**config.mk**
```make
export PLATFORM = sky130hd
export DESIGN_NAME = fsync_gen
export DESIGN_NICKNAME = d
export VERILOG_FILES = /design/src/rtl/fsg_pkg.sv /design/src/rtl/fsg_sync_detect.sv /design/src/rtl/fsg_counters.sv /design/src/rtl/fsg_pulse_shaper.sv /design/src/rtl/fsync_gen.sv
export SDC_FILE = /design/constraint.sdc
export NUM_CORES = 1
export LEC_CHECK = 0
export BUFFER_PORTS_ARGS = -buffer_cell sky130_fd_sc_hd__buf_2
export CORE_UTILIZATION = 30
export DETAILED_ROUTE_END_ITERATION = 12
export SLEW_MARGIN = 20
export SYNTH_ARGS = -nofsm -noshare
export SYNTH_HDL_FRONTEND = slang
export SYNTH_HIERARCHICAL = 1
export SYNTH_SLANG_ARGS = --single-unit
```
**constraint.sdc**
```tcl
create_clock -name clk -period 2.2 [get_ports clk]
set_input_delay 0.11 -clock clk [delete_from_list [all_inputs] [get_ports clk]]
set_output_delay 0.11 -clock clk [all_outputs]
set_load 0.03 [all_outputs]
```
**src/rtl/fsg_pkg.sv**
```systemverilog
// Package: shared limits and the pulse-width mode type for the frame-sync generator.
package fsg_pkg;
    localparam int unsigned MIN_RATIO = 2;
    localparam int unsigned MAX_RATIO = 5;

    typedef enum logic {
        PW_LONG  = 1'b0,
        PW_SHORT = 1'b1
    } pw_mode_e;
endpackage

```
**src/rtl/fsg_sync_detect.sv**
```systemverilog
// Synchronizes an asynchronous sync input into the fast clock domain and
// flags each rising edge with a one-cycle strobe.
// Assumes: STAGES >= 2; the input is held high for at least one fast cycle.
module fsg_sync_detect #(
    parameter int STAGES = 2
) (
    input  logic clk,
    input  logic rst_n,
    input  logic async_in,
    output logic rise_o
);
    logic [STAGES-1:0] chain;
    logic              prev;

    // Shift the input through the synchronizer and keep one delayed copy.
    always_ff @(posedge clk) begin
        if (!rst_n) begin
            chain <= '0;
            prev  <= 1'b0;
        end else begin
            chain <= {chain[STAGES-2:0], async_in};
            prev  <= chain[STAGES-1];
        end
    end

    // Edge strobe: synchronized level high, previous level low.
    assign rise_o = chain[STAGES-1] & ~prev;


    single_strobe_chk: assert property (@(posedge clk) disable iff (!rst_n)
        rise_o |=> !rise_o);
endmodule

```
**src/rtl/fsg_counters.sv**
```systemverilog
// Phase divider (fast cycles inside one slow period) and frame counter
// (slow periods inside one frame). Reset parks both at the frame end,
// so the first cycle after reset starts a frame. A realign request
// restarts both at zero.
// Assumes: ratio in 2..5 and frame_len >= 2, both static outside reset.
module fsg_counters #(
    parameter int RATIO_W = 3,
    parameter int FRAME_W = 10
) (
    input  logic               clk,
    input  logic               rst_n,
    input  logic [RATIO_W-1:0] ratio,
    input  logic [FRAME_W-1:0] frame_len,
    input  logic               realign,
    output logic [RATIO_W-1:0] phase,
    output logic [FRAME_W-1:0] frame,
    output logic               at_end
);
    localparam logic [RATIO_W-1:0] PH_ONE = RATIO_W'(1);
    localparam logic [FRAME_W-1:0] FR_ONE = FRAME_W'(1);

    logic [RATIO_W-1:0] ph_last;
    logic [FRAME_W-1:0] fr_last;

    assign ph_last = ratio - PH_ONE;
    assign fr_last = frame_len - FR_ONE;
    assign at_end  = (phase == ph_last) && (frame == fr_last);

    // Advance phase every cycle and the frame count on each phase wrap.
    always_ff @(posedge clk) begin
        if (!rst_n) begin
            phase <= ph_last;
            frame <= fr_last;
        end else if (realign) begin
            phase <= '0;
            frame <= '0;
        end else if (phase == ph_last) begin
            phase <= '0;
            frame <= (frame == fr_last) ? '0 : frame + FR_ONE;
        end else begin
            phase <= phase + PH_ONE;
        end
    end


    phase_range_chk: assert property (@(posedge clk) disable iff (!rst_n)
        phase < ratio);

    frame_range_chk: assert property (@(posedge clk) disable iff (!rst_n)
        frame < frame_len);

    frame_step_chk: assert property (@(posedge clk) disable iff (!rst_n)
        (frame != $past(frame)) |-> (phase == '0));
endmodule

```
**src/rtl/fsg_pulse_shaper.sv**
```systemverilog
// Turns counter positions into the output pulse. The pulse is active
// during the first `width` fast cycles of slow period zero. The width is
// half a slow period when the short mode is selected and the ratio is
// even; otherwise it is a full slow period. Polarity is applied last.
// Assumes: counters come from registers, so the output is glitch-free
// relative to the fast clock.
module fsg_pulse_shaper #(
    parameter int RATIO_W = 3,
    parameter int FRAME_W = 10
) (
    input  logic               [RATIO_W-1:0] ratio,
    input  fsg_pkg::pw_mode_e                mode,
    input  logic                             pol_inv,
    input  logic               [RATIO_W-1:0] phase,
    input  logic               [FRAME_W-1:0] frame,
    output logic                             pulse_o
);
    logic [RATIO_W-1:0] width;
    logic               active;

    // Pick the pulse length in fast cycles.
    always_comb begin
        if (mode == fsg_pkg::PW_SHORT && !ratio[0]) width = ratio >> 1;
        else                                         width = ratio;
    end

    // Active window at the start of each frame, then polarity.
    assign active  = (frame == '0) && (phase < width);
    assign pulse_o = active ^ pol_inv;
endmodule

```
**src/rtl/fsync_gen.sv**
```systemverilog
// Top of the resynchronizable frame-sync generator. It joins the sync
// detector, the counters, the pulse shaper and the lock status tracker.
// Assumes: configuration inputs change only while reset is held.
module fsync_gen #(
    parameter int RATIO_W     = 3,
    parameter int FRAME_W     = 10,
    parameter int SYNC_STAGES = 2
) (
    input  logic               clk,
    input  logic               rst_n,
    input  logic [RATIO_W-1:0] cfg_ratio,
    input  logic [FRAME_W-1:0] cfg_frame_len,
    input  logic               short_sel,
    input  logic               pol_inv,
    input  logic               sync_in,
    output logic               fsync_out,
    output logic               locked
);
    logic               sync_rise;
    logic [RATIO_W-1:0] phase;
    logic [FRAME_W-1:0] frame;
    logic               at_end;
    logic               seen_sync;
    fsg_pkg::pw_mode_e  mode;

    assign mode = short_sel ? fsg_pkg::PW_SHORT : fsg_pkg::PW_LONG;

    fsg_sync_detect #(.STAGES(SYNC_STAGES)) u_sync (
        .clk      (clk),
        .rst_n    (rst_n),
        .async_in (sync_in),
        .rise_o   (sync_rise)
    );

    fsg_counters #(.RATIO_W(RATIO_W), .FRAME_W(FRAME_W)) u_cnt (
        .clk       (clk),
        .rst_n     (rst_n),
        .ratio     (cfg_ratio),
        .frame_len (cfg_frame_len),
        .realign   (sync_rise),
        .phase     (phase),
        .frame     (frame),
        .at_end    (at_end)
    );

    fsg_pulse_shaper #(.RATIO_W(RATIO_W), .FRAME_W(FRAME_W)) u_shape (
        .ratio   (cfg_ratio),
        .mode    (mode),
        .pol_inv (pol_inv),
        .phase   (phase),
        .frame   (frame),
        .pulse_o (fsync_out)
    );

    // Lock status: the first edge sets it; later edges test the phase.
    always_ff @(posedge clk) begin
        if (!rst_n) begin
            seen_sync <= 1'b0;
            locked    <= 1'b0;
        end else if (sync_rise) begin
            seen_sync <= 1'b1;
            locked    <= !seen_sync || at_end;
        end
    end


    ratio_range_chk: assert property (@(posedge clk) disable iff (!rst_n)
        (cfg_ratio >= RATIO_W'(fsg_pkg::MIN_RATIO)) &&
        (cfg_ratio <= RATIO_W'(fsg_pkg::MAX_RATIO)));

    realign_zero_chk: assert property (@(posedge clk) disable iff (!rst_n)
        sync_rise |=> (phase == '0) && (frame == '0));

    realign_pulse_chk: assert property (@(posedge clk) disable iff (!rst_n)
        sync_rise |=> (fsync_out != pol_inv));

    lock_rise_chk: assert property (@(posedge clk) disable iff (!rst_n)
        $rose(locked) |-> $past(sync_rise));
endmodule

```
* Yosys cells after proc, flatten, opt, wreduce, memory -nomap -nowiden *
Cells that the tools add are included.

word-level totals
  bits in latches = 0
  memories kept = 0
  bits in read-only memories = 0
  memory bits (writable) = 0
  output and inout bits = 2
  register bits = 18
  word-level logic and storage cells = 33
  input bits = 18

operators by class
  bitwise logic cells = 3
  reduce and logical (&&, ||, !) cells = 7
  muxes and demuxes = 9
  divide/modulo/power cells = 0
  multiply operators = 0
  shift operators = 0
  $add $sub $neg = 4
  magnitude comparators = 1
  equality and inequality tests = 3

operators with widths
  operator                                               count
  two-way mux 10 bit                                     4
  two-way mux 3 bit                                      4
  adder 10 x 1 -> 10 bit, second input constant          1
  == test 10 bit                                         1
  zero test 10 bit                                       1
  subtractor 10 x 1 -> 10 bit, second input constant     1
  adder 3 x 1 -> 3 bit, second input constant            1
  == test 3 bit                                          1
  logical AND 1 bit                                      3
  < comparator 3 bit                                     1
  inequality test 3 x 1 -> 1 bit, second input constant  1
  subtractor 3 x 1 -> 3 bit, second input constant       1
  zero test 1 bit                                        2
  bitwise AND 1 bit                                      1
  logical OR 1 bit                                       1
  two-way mux 1 bit                                      1
  inverter 1 bit                                         1
  XOR 1 bit                                              1

* Depth between registers and ports, before layout *
Gate-level depths: netlist (run 1).

  depth in word-level cells = 6
  gate-level depth with buffers = 9
  depth with buffers taken out = 9

* Cells and area by module *
Netlist (run 1), hierarchy kept.

modules (own cells, without submodules)
  module            times used  seq. area each (sq um)  cells each  area each (sq um)
  fsg_counters      1           360.3                   165         1390.1
  fsg_pulse_shaper  1           0.0                     13          111.4
  fsg_sync_detect   1           60.1                    7           92.6
  fsync_gen         1           40.0                    6           62.6

* Least setup slack after synthesis (run 1) *
OpenSTA, ideal clock, no wires.

  kind = in2reg
  start = input port cfg_frame_len[0]
  end = register u_cnt.frame[0], data pin
  required time = 1.919 ns
  slack = 0.195 ns
  library setup time = 0.281 ns
  buffers on the path = 0
  cell stages on the path = 7
  data arrival time = 1.724 ns
  cell sequence = inv_1 ha_1 nor3b_2 xnor2_1 mux2_2 a2111oi_4 a31oi_1

between the ends
  longest elaborated chain between the ends = 6

RTL lines
  item                             RTL line            source
  from (decl)                      fsync_gen.sv:12     input logic [FRAME_W-1:0] cfg_frame_len,
  subtractor 10 x 1 -> 10 bit (*)  fsg_counters.sv:26  assign fr_last = frame_len - FR_ONE;
  == test 10 bit                   fsg_counters.sv:39  frame <= (frame == fr_last) ? '0 : frame + FR_ONE;
  two-way mux 10 bit               fsg_counters.sv:39
  two-way mux 10 bit               fsg_counters.sv:37  end else if (phase == ph_last) begin
  two-way mux 10 bit               fsg_counters.sv:34  end else if (realign) begin
  two-way mux 10 bit (*)           fsg_counters.sv:31  if (!rst_n) begin
  to (signal assigned)             fsg_counters.sv:33  frame <= fr_last;
  to (signal assigned)             fsg_counters.sv:39
  to (decl)                        fsg_counters.sv:16  output logic [FRAME_W-1:0] frame,

Every way passes the cells marked *; elsewhere a longest branch is shown, timed or not. The select of a mux whose other input is x is not followed.
A chain may end at the register's enable or synchronous reset.

* Worst setup path in the final report (run 1) *
  start = register u_cnt.frame[5]
  end = output port fsync_out

between the ends
  longest elaborated chain between the ends = 3

RTL lines
  item               RTL line                source
  zero test 10 bit   fsg_pulse_shaper.sv:28  assign active = (frame == '0) && (phase < width);
  logical AND 1 bit  fsg_pulse_shaper.sv:28
  XOR 1 bit          fsg_pulse_shaper.sv:29  assign pulse_o = active ^ pol_inv;
  to (decl)          fsync_gen.sv:16         output logic fsync_out,

Every way passes these cells.

==> results of run 1 <==
[worst max-delay path: stages (launching register included)]
cell and delay (ns):
edfxtp_1 0.52, or4_1 0.59, a21oi_1 0.14, nand4_1 0.14, xnor2_1 0.14, buf_2 0.21
[through the flow]
step                      area, um2  hold WS, ns  power (mW)    util  setup slack (ns)
after floorplan                1657       0.2272      0.8006       -            0.1954
after global placement         1899       0.3219      0.9466  0.3649           0.07599
after detailed placement       1899       0.3181      0.9477  0.3649           0.05703
after CTS                      1954      0.05608       1.220  0.3755           0.08294
after global routing           1954      0.07954       1.293  0.3755           0.03916
final                          1954      0.06343       1.210  0.3755            0.1060
[cells by family after synthesis]
kind of cell / Yosys count / share of synthesized area
fa+ha+maj: 6 / 0.04532
xor+xnor: 24 / 0.1375
simple gates: 75 / 0.2560
buf+inv: 14 / 0.03626
mux: 4 / 0.02643
flops: 18 / 0.2779
compound gates: 50 / 0.2205
[synth_stat cells (6+ instances only)]
library cell	number	area (um2)
ha_1	6	75.07
xnor2_1	13	113.9
a31oi_1	11	68.82
a21oi_1	17	85.08
nor2_1	27	101.4
xor2_1	10	87.58
dfxtp_1	8	160.2
edfxtp_1	10	300.3
nor3_1	6	30.03
inv_1	10	37.54
nand2_1	8	30.03
[worst paths after layout]
check	from	end	slack, ns	cells past startpoint
setup / recovery	u_cnt/frame[5]	fsync_out	0.11	5
hold / removal	sync_in	u_sync/chain[0]	0.06	2
setup reg to reg	u_cnt/frame[1]	locked	0.24	7
hold reg to reg	u_sync/chain[0]	u_sync/chain[1]	0.43	1
[layout make-up]
type / count / area share
inverter: 10 / 0.01921
sequential: 18 / 0.2356
tap: 70 / 0.04481
clock buffer: 4 / 0.02817
multi-input combinational: 159 / 0.5813
timing repair buffer: 30 / 0.09091
[power groups by stage]
stage	Sequential [mW]	Clock [mW]	Combinational, mW
finish	0.484	0.268	0.458
global route	0.495	0.288	0.510
CTS	0.484	0.276	0.460
detailed placement	0.492	0	0.456
global placement	0.491	0	0.456
floorplan	0.483	0	0.317
[state kept, by name (all words and copies together) (netlist names)]
name	flops
seen_sync	1
u_cnt/phase	3
u_cnt/frame	10
locked	1
u_sync/chain	2
u_sync/prev	1
[per-layer routing]
layer	vias to the layer above	share of wire
met5	-	0
met4	0	0.0043
met3	2	0.032
met2	20	0.46
met1	691	0.50
li1	775	-
==> qor.csv, run 1 <==
stage,metric,value,unit
routing,Final ANT Viol Nets,0,
power,net switching power,0.4143,mW
power,Pint,0.7955,mW
place,Placer Congestion,0.8835,
global_route,largest net degree at the start of global routing,21,
power,Sw Share,0.3424,
place,Port-buffer cells,19,
routing,DRT Pass-1 Iters,4,
layout,register area,460.4,um2
global_route,met3 Usage GRT,0.03114,
global_route,first-pass GRT wire length,6768,um
timing,Final setup viols,0,
cts,number of post-CTS setup repair buffers,0,
layout,Finished Layout Cells,291,
floorplanning,Die ar.,0.005823,mm2
layout,ratio of cells with drive above 1 in the final layout,0.2217,
routing,number of vias per cell,5.113,
cts,Worst-Skew Late Latency,0.25,ns
synth,Synth Cell Area,0.001657,mm2
routing,drt first-iter violations,57,
routing,final WL,3975,um
timing,Max Freq,477.5,MHz
routing,routed len/inst,13.66,um
floorplanning,IO Count,20,
layout,Area Overhead vs Synth,17.98,%
worst_setup_path,CP startpoint kind,flop,
run_status,status,"finished, final reports clean",
cts,CTS clock-pin slew for the worst setup and hold paths,0.07,ns
global_route,met1 Resource Use GR,0.2019,
cts,hold_buf cts,0,
layout,most frequent cells in the layout,"nor2_1 (27), buf_2 (19), a21oi_1 (17)",
timing,crit path time final,2.094,ns
place,dpl cells,287,
global_route,vias in the first global route,1429,
layout,"commonest non-fill, non-tap cell in the layout",nor2_1,
routing,Vias,1488,
timing,Slew Limit Fails,0,
cts,CTS Buf Count,3,
floorplanning,die width,76.31,um
cts,clk sinks,18,
synth,Yosys reg bits,18,
layout,fillers,563,
synth,synthesized net count,215,
synth,Post-synth EDFFs,10,
cts,H-tree depth,1,
layout,multi-input logic area,0.001136,mm2
worst_setup_path,CP Max Fanout,8,
power,clock power share,0.221,
worst_setup_path,critical path class,flop to primary output,
timing,post-route clock skew,0.004798,ns
global_route,GRT Total Usage,0.1445,
floorplanning,Die Y,76.31,um
global_route,global route overflow,0,
run,max_cap viols,0,
place,DP HPWL,3160,um
timing,TNS Setup,0,ns
cts,post-CTS resize count,0,
synth,Mapped Cells,191,
power,Flop pwr share,0.400,
floorplanning,Placeable Area,0.005205,mm2
layout,Layout Nets,246,
synth,Syn Area/Cell,8.673,um2
routing,Post-route DRC,0,
cts,Bufs on Longest Clock Path,2,
timing,Rel. slew slack,0.4998,
power,Gate power share,0.379,
worst_setup_path,Critical Path AT,1.98,ns
timing,unrepaired setup endpoints after global routing,false,
timing,Hold Fails Final Rpt,0,
worst_setup_path,Critical Path RT,2.09,ns
layout,# diodes,0,
synth,post-synth cell types,49,
synth,"Primary FF master, synth",edfxtp_1,
power,Peak VDD IR,0.0003838,V
floorplanning,initial core utilization,0.3183,
floorplanning,cell row count,26,
timing,Worst Tran Pin Value,0.7488,ns
global_route,Most Crowded Layer GR,met2,
worst_setup_path,crit end category,primary output,
timing,period utilisation layout,0.9518,
synth,sequential fraction of the synthesis area,0.2779,
power,Pwr Density,619.0,mW/mm2
global_route,antenna violations before repair,0,
worst_hold_path,hold crit path type,input pin to flop,
power,leakage,0.7694,nW
global_route,met2 global-route usage,0.2306,
synth,Synth async-reset ratio,0,
cts,clock root buffer,clkbuf_8,
cts,TritonCTS clock tree,yes,
synth,Yosys warning count,6,
Note: power is estimated with default switching activity, not from simulation.
==> run 2, diff against run 1 <==
--- a/config.mk
+++ b/config.mk
@@ -5,7 +5,9 @@
 export SDC_FILE = /design/constraint.sdc
 export NUM_CORES = 1
 export LEC_CHECK = 0
+export ABC_AREA = 0
 export BUFFER_PORTS_ARGS = -buffer_cell sky130_fd_sc_hd__buf_2
+export CORE_MARGIN = 2
 export CORE_UTILIZATION = 30
 export DETAILED_ROUTE_END_ITERATION = 12
 export SLEW_MARGIN = 20
==> qor.csv, run 2 (synthesis gave the netlist of run 1 again) <==
stage,metric,value,unit,change
cts,Worst-Skew Late Latency,0.25,ns,about the same
routing,highest metal used,met4,,
worst_setup_path,largest stage delay on the critical path,0.57,ns,-0.02 ns
cts,clock root buffer,clkbuf_8,,
layout,Area Overhead vs Synth,17.67,%,
layout,Layout Nets,245,,-0.41%
worst_setup_path,Critical Path RT,2.09,ns,about the same
layout,Finished Layout Cells,292,,+0.34%
routing,wire length on met2,1942,um,+5.5%
layout,most frequent cells in the layout,"nor2_1 (27), buf_2 (19), a21oi_1 (17)",,
cts,number of post-CTS setup repair buffers,0,,unchanged
cts,H-tree depth,1,,unchanged
routing,Post-route DRC,0,,unchanged
power,Peak VDD IR,0.0002323,V,-39%
worst_setup_path,CP startpoint kind,flop,,
routing,Final ANT Viol Nets,0,,unchanged
power,leakage,0.7641,nW,-0.69%
routing,routed len/inst,13.85,um,+1.4%
timing,Hold Fails Final Rpt,0,,unchanged
worst_setup_path,"CP delay by family, top",simple AND/OR/NAND/NOR gates,,
layout,Largest register FFs,10,,unchanged
timing,Max Freq,479.0,MHz,+0.30%
cts,hold_buf cts,0,,unchanged
run,max_cap viols,0,,unchanged
layout,ratio of cells with drive above 1 in the final layout,0.2182,,-0.003538
floorplanning,Placeable Area,0.005405,mm2,+3.8%
floorplanning,Die Y,78.31,um,+2.6%
routing,final WL,4044,um,+1.7%
routing,number of vias per cell,5.089,,-0.48%
cts,CTS clock-pin slew for the worst setup and hold paths,0.07,ns,about the same
timing,worst hold slack,0.06085,ns,-0.002575 ns
place,Placer Congestion,0.8356,,-5.4%
worst_hold_path,hold crit path type,input pin to flop,,
timing,unrepaired setup endpoints after global routing,false,,
routing,Vias,1486,,-0.13%
routing,DR WL met3,115,um,-10%
floorplanning,IO Count,20,,unchanged
timing,Slew Limit Fails,0,,unchanged
global_route,vias in the first global route,1443,,+0.98%
routing,DRT Pass-1 Iters,5,,+1
floorplanning,initial core utilization,0.3065,,-0.01179
routing,DRT met1 WL,1966,um,-1.1%
cts,TritonCTS clock tree,yes,,
layout,# diodes,0,,unchanged
layout,biggest regs,"u_cnt/frame x10, u_cnt/phase x3, u_sync/chain x2",,
place,Port-buffer cells,19,,unchanged
timing,post-route clock skew,0.0007053,ns,-0.004092 ns
worst_setup_path,crit end category,primary output,,
worst_setup_path,path depth of the worst reg2reg path,7,,unchanged
timing,TNS Setup,0,ns,unchanged
floorplanning,cell row count,27,,+3.8%
cts,CTS Buf Count,3,,unchanged
run_status,status,"finished, final reports clean",,
place,dpl cells,288,,+0.35%
worst_setup_path,Critical Path AT,1.98,ns,about the same
timing,Final setup viols,0,,unchanged
worst_setup_path,critical path class,flop to primary output,,
worst_hold_path,Min-Delay Path Depth,2,,unchanged
worst_setup_path,CP Max Fanout,8,,unchanged
global_route,antenna violations before repair,0,,unchanged
cts,Bufs on Longest Clock Path,2,,unchanged
power,Pwr Density,619.1,mW/mm2,about the same
global_route,largest net degree at the start of global routing,21,,unchanged
global_route,first-pass GRT wire length,6844,um,+1.1%
timing,period utilisation layout,0.9490,,-0.002826
global_route,global route overflow,0,,unchanged
worst_setup_path,Worst path slowest cell,or4_1,,
floorplanning,Die ar.,0.006132,mm2,+5.3%
worst_setup_path,crit path cell chain,"or4_1, a21oi_1, nand4_1, xnor2_1, buf_2",,
floorplanning,die width,78.31,um,+2.6%
cts,post-CTS resize count,0,,unchanged
layout,"commonest non-fill, non-tap cell in the layout",nor2_1,,
cts,clk sinks,18,,unchanged
timing,Rel. slew slack,0.4748,,-0.02496
routing,drt first-iter violations,73,,+28%
timing,crit path time final,2.088,ns,-0.006217 ns
layout,Biggest register,u_cnt/frame,,
place,DP HPWL,3162,um,about the same
timing,Worst Tran Pin Value,0.7862,ns,+0.03737 ns
global_route,GRT Total Usage,0.1393,,-0.005273
worst_setup_path,CP Depth,5,,unchanged
worst_setup_path,"Buf+Inv Stages, Crit Path",1,,unchanged
==> run 2: cell types whose count changed in the layout (fill, tap and decap cells not counted), sizes merged <==
cell / change
buf: -1
==> run 2: path summary, 6_finish.rpt <==
kind                        start               to  slack, ns
setup / recovery   u_cnt/frame[5]        fsync_out       0.11
hold reg to reg   u_sync/chain[0]  u_sync/chain[1]       0.45
setup reg to reg   u_cnt/frame[2]           locked       0.20
hold / removal            sync_in  u_sync/chain[0]       0.06
==> run 2: routing by layer <==
| layer | GRT usage | up-vias |
|---|---|---|
| li1 | - | 765 |
| met4 | 0.02105 | 0 |
| met2 | 0.2336 | 22 |
| met1 | 0.1891 | 697 |
| met3 | 0.02759 | 2 |
| met5 | 0 | - |
==> run 2: worst reg2reg max path, cell delays in order, from the launching register on <==
cell	delay (ns)
edfxtp_1	0.51
xnor3_4	0.38
o41a_1	0.15
o311a_1	0.16
and4_4	0.32
and4bb_1	0.21
inv_1	0.04
a31oi_1	0.15
==> run 2: cell type report <==
class / instances / area [um2]
fill: 597 / 3456
tap: 72 / 90.09
timing repair buffer: 29 / 170.2
inverter: 10 / 37.54
clock buffer: 4 / 55.05
sequential: 18 / 460.4
multi-input combinational: 159 / 1136
==> run 2: power breakdown <==
part / internal [mW] / switching, mW
sequential: 0.418 / 0.0694
clock: 0.159 / 0.110
combinational: 0.213 / 0.237
==> run 2: metrics by stage <==
| step | utilization | setup slack (ns) | power, mW | area [um2] |
|---|---|---|---|---|
| global route | 0.3606 | 0.005305 | 1.292 | 1949 |
| detailed placement | 0.3505 | 0.01818 | 0.9447 | 1894 |
| floorplan | - | 0.1954 | 0.8006 | 1657 |
| CTS | 0.3606 | 0.07581 | 1.219 | 1949 |
| finish | 0.3606 | 0.1122 | 1.207 | 1949 |
| global placement | 0.3505 | 0.09808 | 0.9376 | 1894 |
